==> config.mk <==
export PLATFORM = sky130hd
export DESIGN_NAME = bitstream_fir_decim
export DESIGN_NICKNAME = d
export VERILOG_FILES = /design/src/rtl/bitstream_fir_decim_pkg.sv /design/src/rtl/bitstream_fir_decim_rom.sv /design/src/rtl/bitstream_fir_decim_ctrl.sv /design/src/rtl/bitstream_fir_decim_dp.sv /design/src/rtl/bitstream_fir_decim.sv
export SDC_FILE = /design/constraint.sdc
export NUM_CORES = 1
export LEC_CHECK = 0
export ABC_AREA = 1
export BUFFER_PORTS_ARGS = -buffer_cell sky130_fd_sc_hd__clkbuf_2
export CAP_MARGIN = 15
export CORE_AREA = 8 8 168 170
export DETAILED_ROUTE_END_ITERATION = 10
export DIE_AREA = 0 0 176 178
export PLACE_DENSITY = 0.72
export SLEW_MARGIN = 10
export SYNTH_ARGS = -nofsm -noshare
export SYNTH_HDL_FRONTEND = slang
export SYNTH_HIERARCHICAL = 1
export SYNTH_SLANG_ARGS = --single-unit
==> constraint.sdc <==
create_clock -name clk -period 4.73 [get_ports clk]
set_input_delay 0.7095 -clock clk [delete_from_list [all_inputs] [get_ports clk]]
set_output_delay 0.7095 -clock clk [all_outputs]
set_load 0.1 [all_outputs]
==> src/rtl/bitstream_fir_decim_pkg.sv <==
package bitstream_fir_decim_pkg;

  // strobes handed from the sequencer to the datapath
  typedef struct packed {
    logic step;   // update the addressed accumulator
    logic first;  // tap zero: load instead of add
    logic emit;   // last tap: publish the result
    logic sign;   // latched input bit, 1 = +1
  } ctl_t;

  // symmetric coefficient generator
  function automatic int tapWeight(input int t, input int taps);
    int m;
    m = (t < taps - 1 - t) ? t : taps - 1 - t;
    return ((m * 211 + 97) % 8192) - 4000;
  endfunction

endpackage

==> src/rtl/bitstream_fir_decim_rom.sv <==
module bitstream_fir_decim_rom #(
  parameter int TAPS   = 128,
  parameter int COEF_W = 16,
  localparam int ADDR_W = $clog2(TAPS)
) (
  input  logic        [ADDR_W-1:0] tap,
  output logic signed [COEF_W-1:0] coef
);
  import bitstream_fir_decim_pkg::*;

  logic signed [COEF_W-1:0] table_q [TAPS];

  for (genvar g = 0; g < TAPS; g++) begin : gTab
    assign table_q[g] = COEF_W'(tapWeight(g, TAPS));
  end

  assign coef = table_q[tap];
endmodule

==> src/rtl/bitstream_fir_decim_ctrl.sv <==
module bitstream_fir_decim_ctrl
  import bitstream_fir_decim_pkg::*;
#(
  parameter int TAPS  = 128,
  parameter int DECIM = 16,
  localparam int NUM_ACC = TAPS / DECIM,
  localparam int ADDR_W  = $clog2(TAPS),
  localparam int SLOT_W  = (NUM_ACC > 1) ? $clog2(NUM_ACC) : 1,
  localparam int FILL_W  = ADDR_W + 1
) (
  input  logic              clk,
  input  logic              rstN,
  input  logic              inValid,
  input  logic              inBit,
  output ctl_t              ctl,
  output logic [SLOT_W-1:0] slot,
  output logic [ADDR_W-1:0] tap,
  output logic              busy
);
  localparam logic [SLOT_W-1:0] LAST_SLOT = SLOT_W'(NUM_ACC - 1);
  localparam logic [FILL_W-1:0] FILL_MAX  = FILL_W'(TAPS);
  localparam logic [ADDR_W-1:0] LAST_TAP  = ADDR_W'(TAPS - 1);

  logic [ADDR_W-1:0] pos;     // sample index modulo TAPS
  logic [FILL_W-1:0] fill;    // samples seen, saturating at TAPS
  logic              bitReg;
  logic [FILL_W-1:0] offset;
  logic              active;

  always_ff @(posedge clk or negedge rstN) begin
    if (!rstN) begin
      busy   <= 1'b0;
      slot   <= '0;
      pos    <= '0;
      fill   <= '0;
      bitReg <= 1'b0;
    end else if (!busy) begin
      if (inValid) begin
        busy   <= 1'b1;
        slot   <= '0;
        bitReg <= inBit;
      end
    end else begin
      if (slot == LAST_SLOT) begin
        busy <= 1'b0;
        slot <= '0;
        pos  <= pos + 1'b1;
        if (fill < FILL_MAX) fill <= fill + 1'b1;
      end else begin
        slot <= slot + 1'b1;
      end
    end
  end

  // accumulator j runs tap (pos - j*DECIM) once j*DECIM samples have arrived
  assign offset = FILL_W'(slot) * FILL_W'(DECIM);
  assign tap    = pos - offset[ADDR_W-1:0];
  assign active = fill >= offset;

  always_comb begin
    ctl.step  = busy && active;
    ctl.first = tap == '0;
    ctl.emit  = busy && active && (tap == LAST_TAP);
    ctl.sign  = bitReg;
  end
endmodule

==> src/rtl/bitstream_fir_decim_dp.sv <==
module bitstream_fir_decim_dp
  import bitstream_fir_decim_pkg::*;
#(
  parameter int NUM_ACC = 8,
  parameter int COEF_W  = 16,
  parameter int ACC_W   = 24,
  localparam int SLOT_W = (NUM_ACC > 1) ? $clog2(NUM_ACC) : 1
) (
  input  logic                     clk,
  input  logic                     rstN,
  input  ctl_t                     ctl,
  input  logic        [SLOT_W-1:0] slot,
  input  logic signed [COEF_W-1:0] coef,
  output logic                     outValid,
  output logic signed [ACC_W-1:0]  outData
);
  logic signed [ACC_W-1:0] accView [NUM_ACC];
  logic signed [ACC_W-1:0] coefExt;
  logic signed [ACC_W-1:0] term;
  logic signed [ACC_W-1:0] base;
  logic signed [ACC_W-1:0] sum;

  assign coefExt = {{(ACC_W - COEF_W){coef[COEF_W-1]}}, coef};
  assign term    = ctl.sign ? coefExt : -coefExt;
  assign base    = ctl.first ? '0 : accView[slot];
  assign sum     = base + term;

  for (genvar g = 0; g < NUM_ACC; g++) begin : gAcc
    logic signed [ACC_W-1:0] accQ;
    always_ff @(posedge clk or negedge rstN) begin
      if (!rstN)                                  accQ <= '0;
      else if (ctl.step && slot == SLOT_W'(g))    accQ <= sum;
    end
    assign accView[g] = accQ;
  end

  always_ff @(posedge clk or negedge rstN) begin
    if (!rstN) begin
      outValid <= 1'b0;
      outData  <= '0;
    end else begin
      outValid <= ctl.emit;
      if (ctl.emit) outData <= sum;
    end
  end
endmodule

==> src/rtl/bitstream_fir_decim.sv <==
module bitstream_fir_decim
  import bitstream_fir_decim_pkg::*;
#(
  parameter int TAPS   = 128,
  parameter int DECIM  = 16,
  parameter int COEF_W = 16,
  localparam int NUM_ACC = TAPS / DECIM,
  localparam int ADDR_W  = $clog2(TAPS),
  localparam int SLOT_W  = (NUM_ACC > 1) ? $clog2(NUM_ACC) : 1,
  localparam int ACC_W   = COEF_W + ADDR_W + 1
) (
  input  logic                    clk,
  input  logic                    rstN,
  input  logic                    inValid,
  input  logic                    inBit,
  output logic                    outValid,
  output logic signed [ACC_W-1:0] outData
);
  ctl_t                     ctl;
  logic        [SLOT_W-1:0] slot;
  logic        [ADDR_W-1:0] tap;
  logic                     busy;
  logic signed [COEF_W-1:0] coef;

  bitstream_fir_decim_ctrl #(.TAPS(TAPS), .DECIM(DECIM)) u_ctrl (
    .clk(clk), .rstN(rstN), .inValid(inValid), .inBit(inBit),
    .ctl(ctl), .slot(slot), .tap(tap), .busy(busy)
  );

  bitstream_fir_decim_rom #(.TAPS(TAPS), .COEF_W(COEF_W)) u_rom (
    .tap(tap), .coef(coef)
  );

  bitstream_fir_decim_dp #(.NUM_ACC(NUM_ACC), .COEF_W(COEF_W), .ACC_W(ACC_W)) u_dp (
    .clk(clk), .rstN(rstN), .ctl(ctl), .slot(slot), .coef(coef),
    .outValid(outValid), .outData(outData)
  );
endmodule

==> results.sh <==
export IMPL_status="complete, no violations"
export IMPL_grt_ovfl_total=0
export IMPL_post_dp_cell_area_um2=14600
export IMPL_antenna_cells=0
export IMPL_finClkSkew_ps=23.8
export IMPL_synth_area_um2=14100
export IMPL_hold_viol_final=0
export IMPL_tightestPinTransition_ps=829
export IMPL_cp_start_kind="flip-flop"
export IMPL_vias_per_cell=5.90
export IMPL_synth_flop_cell="dfrtp_1"
export IMPL_grt_pass1_vias=12800
export IMPL_core_area_um2=25600
export IMPL_synthArstFlopShare=1.00
export IMPL_arrival_ps=4880
export IMPL_use_met1=0.364
export IMPL_max_freq_ghz=0.227
export IMPL_cp_max_fo=6
export IMPL_portBuffers=28
export IMPL_synth_top_cell_by_area="dfrtp_1"
export IMPL_synth_common_cells="nand2_1, nand3_1, dfrtp_1, o21ai_0, inv_1"
export IMPL_final_layout_size_suffix_gt1_frac=0.138
export IMPL_numCtsBuffers=26
export IMPL_die_h_um=178
export IMPL_dp_hpwl_um=28300
export IMPL_setup_tns_ps=0
export IMPL_hold_class="input pin to asynchronous set/reset pin"
export IMPL_use_met2=0.451
export IMPL_grt_pass1_wl_um=68900
export IMPL_drtIter0Drc=1551
export IMPL_slew_headroom=0.447
export IMPL_rows=59
export IMPL_ant_nets=0
export IMPL_grt_usage=0.274
export IMPL_die_area_um2=31300
export IMPL_grt_busiest_layer="met2"
export IMPL_drc_errors=0
export IMPL_antenna_found_initial=0
export IMPL_path_clk_slew_ps=70
export IMPL_h_tree_depth=1
export IMPL_cpMaxStageDelayCell="fa_2"
export IMPL_grt_max_degree=117
export IMPL_tritoncts="built"
export IMPL_wl_per_cell_um=19.2
export IMPL_fp_dieW_um=176
export IMPL_period_share=0.931
export IMPL_ys_types=52
export IMPL_yosys_register_bits=237
export IMPL_final_net_count=1981
export IMPL_regArea_um2=5930
export IMPL_crit_required_ps=5210
export IMPL_final_max_slew_violation_count=0
export IMPL_hold_ws_ps=95.2
export IMPL_synth_edff_count=0
export IMPL_multi_input_area_um2=7640
export IMPL_crit_buf_inv=7
export IMPL_cp_top_family="simple AND/OR/NAND/NOR gates"
export IMPL_synth_warnings=6
export IMPL_seq_area_frac_synth=0.421
export IMPL_io_pin_count=29
export IMPL_synth_nets=1948
export IMPL_fillerInstances=2254
export IMPL_cts_root_buffer="clkbuf_16"
export IMPL_drt_total_wl_um=43800
export IMPL_cpPeakStageDelay_ps=450
export IMPL_clock_sinks=237
export IMPL_insertion_delay_ps=560
export IMPL_first_pass_iters=5
export IMPL_cap_viol_max_count=0
export IMPL_cp_common_cell="nand2_1"
export IMPL_grtUsageMet3=0.0500
export IMPL_area_growth_pct=14.2
export IMPL_gp_congestion=0.943
export IMPL_synth_cells=1899
export IMPL_setup_viol_count_final=0
export IMPL_crit_path_end_kind="flip-flop"
export IMPL_max_clock_path_buffers=3
export IMPL_synthDominantCellAreaShare=0.421
export IMPL_syn_avg_cell_area_um2=7.42
export IMPL_finalInstanceArea_um2=16100
export IMPL_num_vias=13500
export IMPL_crit_type="flip-flop to flip-flop"
export IMPL_start_util=0.550
export IMPL_fin_crit_ps=4400
export IMPL_synth_most_common_cell="nand2_1"
export IMPL_synthTopCellsByArea="dfrtp_1, nand2_1, nand3_1"
export IMPL_final_util=0.628
[placed cells by master, fill, tap and decap left out, types with 17 or more instances in the layout]
master,instances
nor2_1,57
a22oi_1,38
nand3_1,232
clkbuf_16,26
o21ai_1,17
dfrtp_1,237
nand2_1,682
ha_1,35
a21oi_1,23
inv_1,117
clkbuf_2,27
nor2_2,19
o21ai_0,121
xor2_1,22
nand2_2,17
a211oi_1,20
buf_4,60
[cell families (layout without fill, tap and decap cells)]
group                    Yosys count  in the layout  synth area share
AND/OR/NAND/NOR                 1074           1078             0.325
AO/OA/AOI/OAI                    278            278             0.119
flip-flops                       237            237             0.421
buffers and inverters            230            279            0.0712
adder cells (fa/ha/maj)           45             45            0.0410
XOR/XNOR                          34             34            0.0222
multiplexers                       1              1          0.000799
[metrics by stage]
stage | setup slack, ps | instances
after floorplan | 364 | 1899
after global placement | 163 | 2220
after detailed placement | 76.6 | 2221
after CTS | 29.2 | 2269
after global routing | -46.2 | 2287
final | 326 | 2287
[routing by layer]
| metal | wire length (um) | vias to the layer above |
|---|---|---|
| met4 | 1220 | 0 |
| met2 | 20000 | 665 |
| met1 | 18600 | 6407 |
| met5 | 0 | - |
| met3 | 3980 | 91 |
| li1 | - | 6338 |
[registers in the layout, summed over array words and instances (netlist names)]
name            count
u_dp/outValid       1
u_dp/gAcc.accQ    192
u_ctrl/slot         3
u_ctrl/pos          7
u_ctrl/bitReg       1
u_dp/outData       24
u_ctrl/fill         8
u_ctrl/busy         1
[what timing repair did]
item / in CTS / in global routing
resized for setup: 0 / 107
hold buffers: 0 / 0
buffers inserted: 0 / 13
endpoints found under the setup margin: 0 / 141
[final cells by class]
cell class              instances  area share
clock buffers                  37      0.0461
repair buffers                 95      0.0454
flip-flops and latches        237       0.369
clock inverters                11     0.00715
inverters                     135      0.0317
repair inverters                1    0.000311
multi-input cells            1436       0.475
well taps                     335      0.0261
[final timing paths]
path                            depth (start not counted)                 start  slack, ps               endpoint
worst max-delay path                                   26         u_ctrl/pos[4]        330  u_dp/gAcc[4].accQ[19]
worst min-delay path                                    1                  rstN        100        u_dp/outData[3]
worst max register to register                         26         u_ctrl/pos[4]        330  u_dp/gAcc[4].accQ[19]
worst min register to register                          2  u_dp/gAcc[1].accQ[2]        470   u_dp/gAcc[1].accQ[2]
max in group asynchronous                               2                  rstN       3480  u_dp/gAcc[1].accQ[11]
min in group clk                                        2                 inBit        390          u_ctrl/bitReg
Power is left out: the tool's default activity adds up to more than one toggle a clock period on the data nets, which glitch-free logic cannot reach.
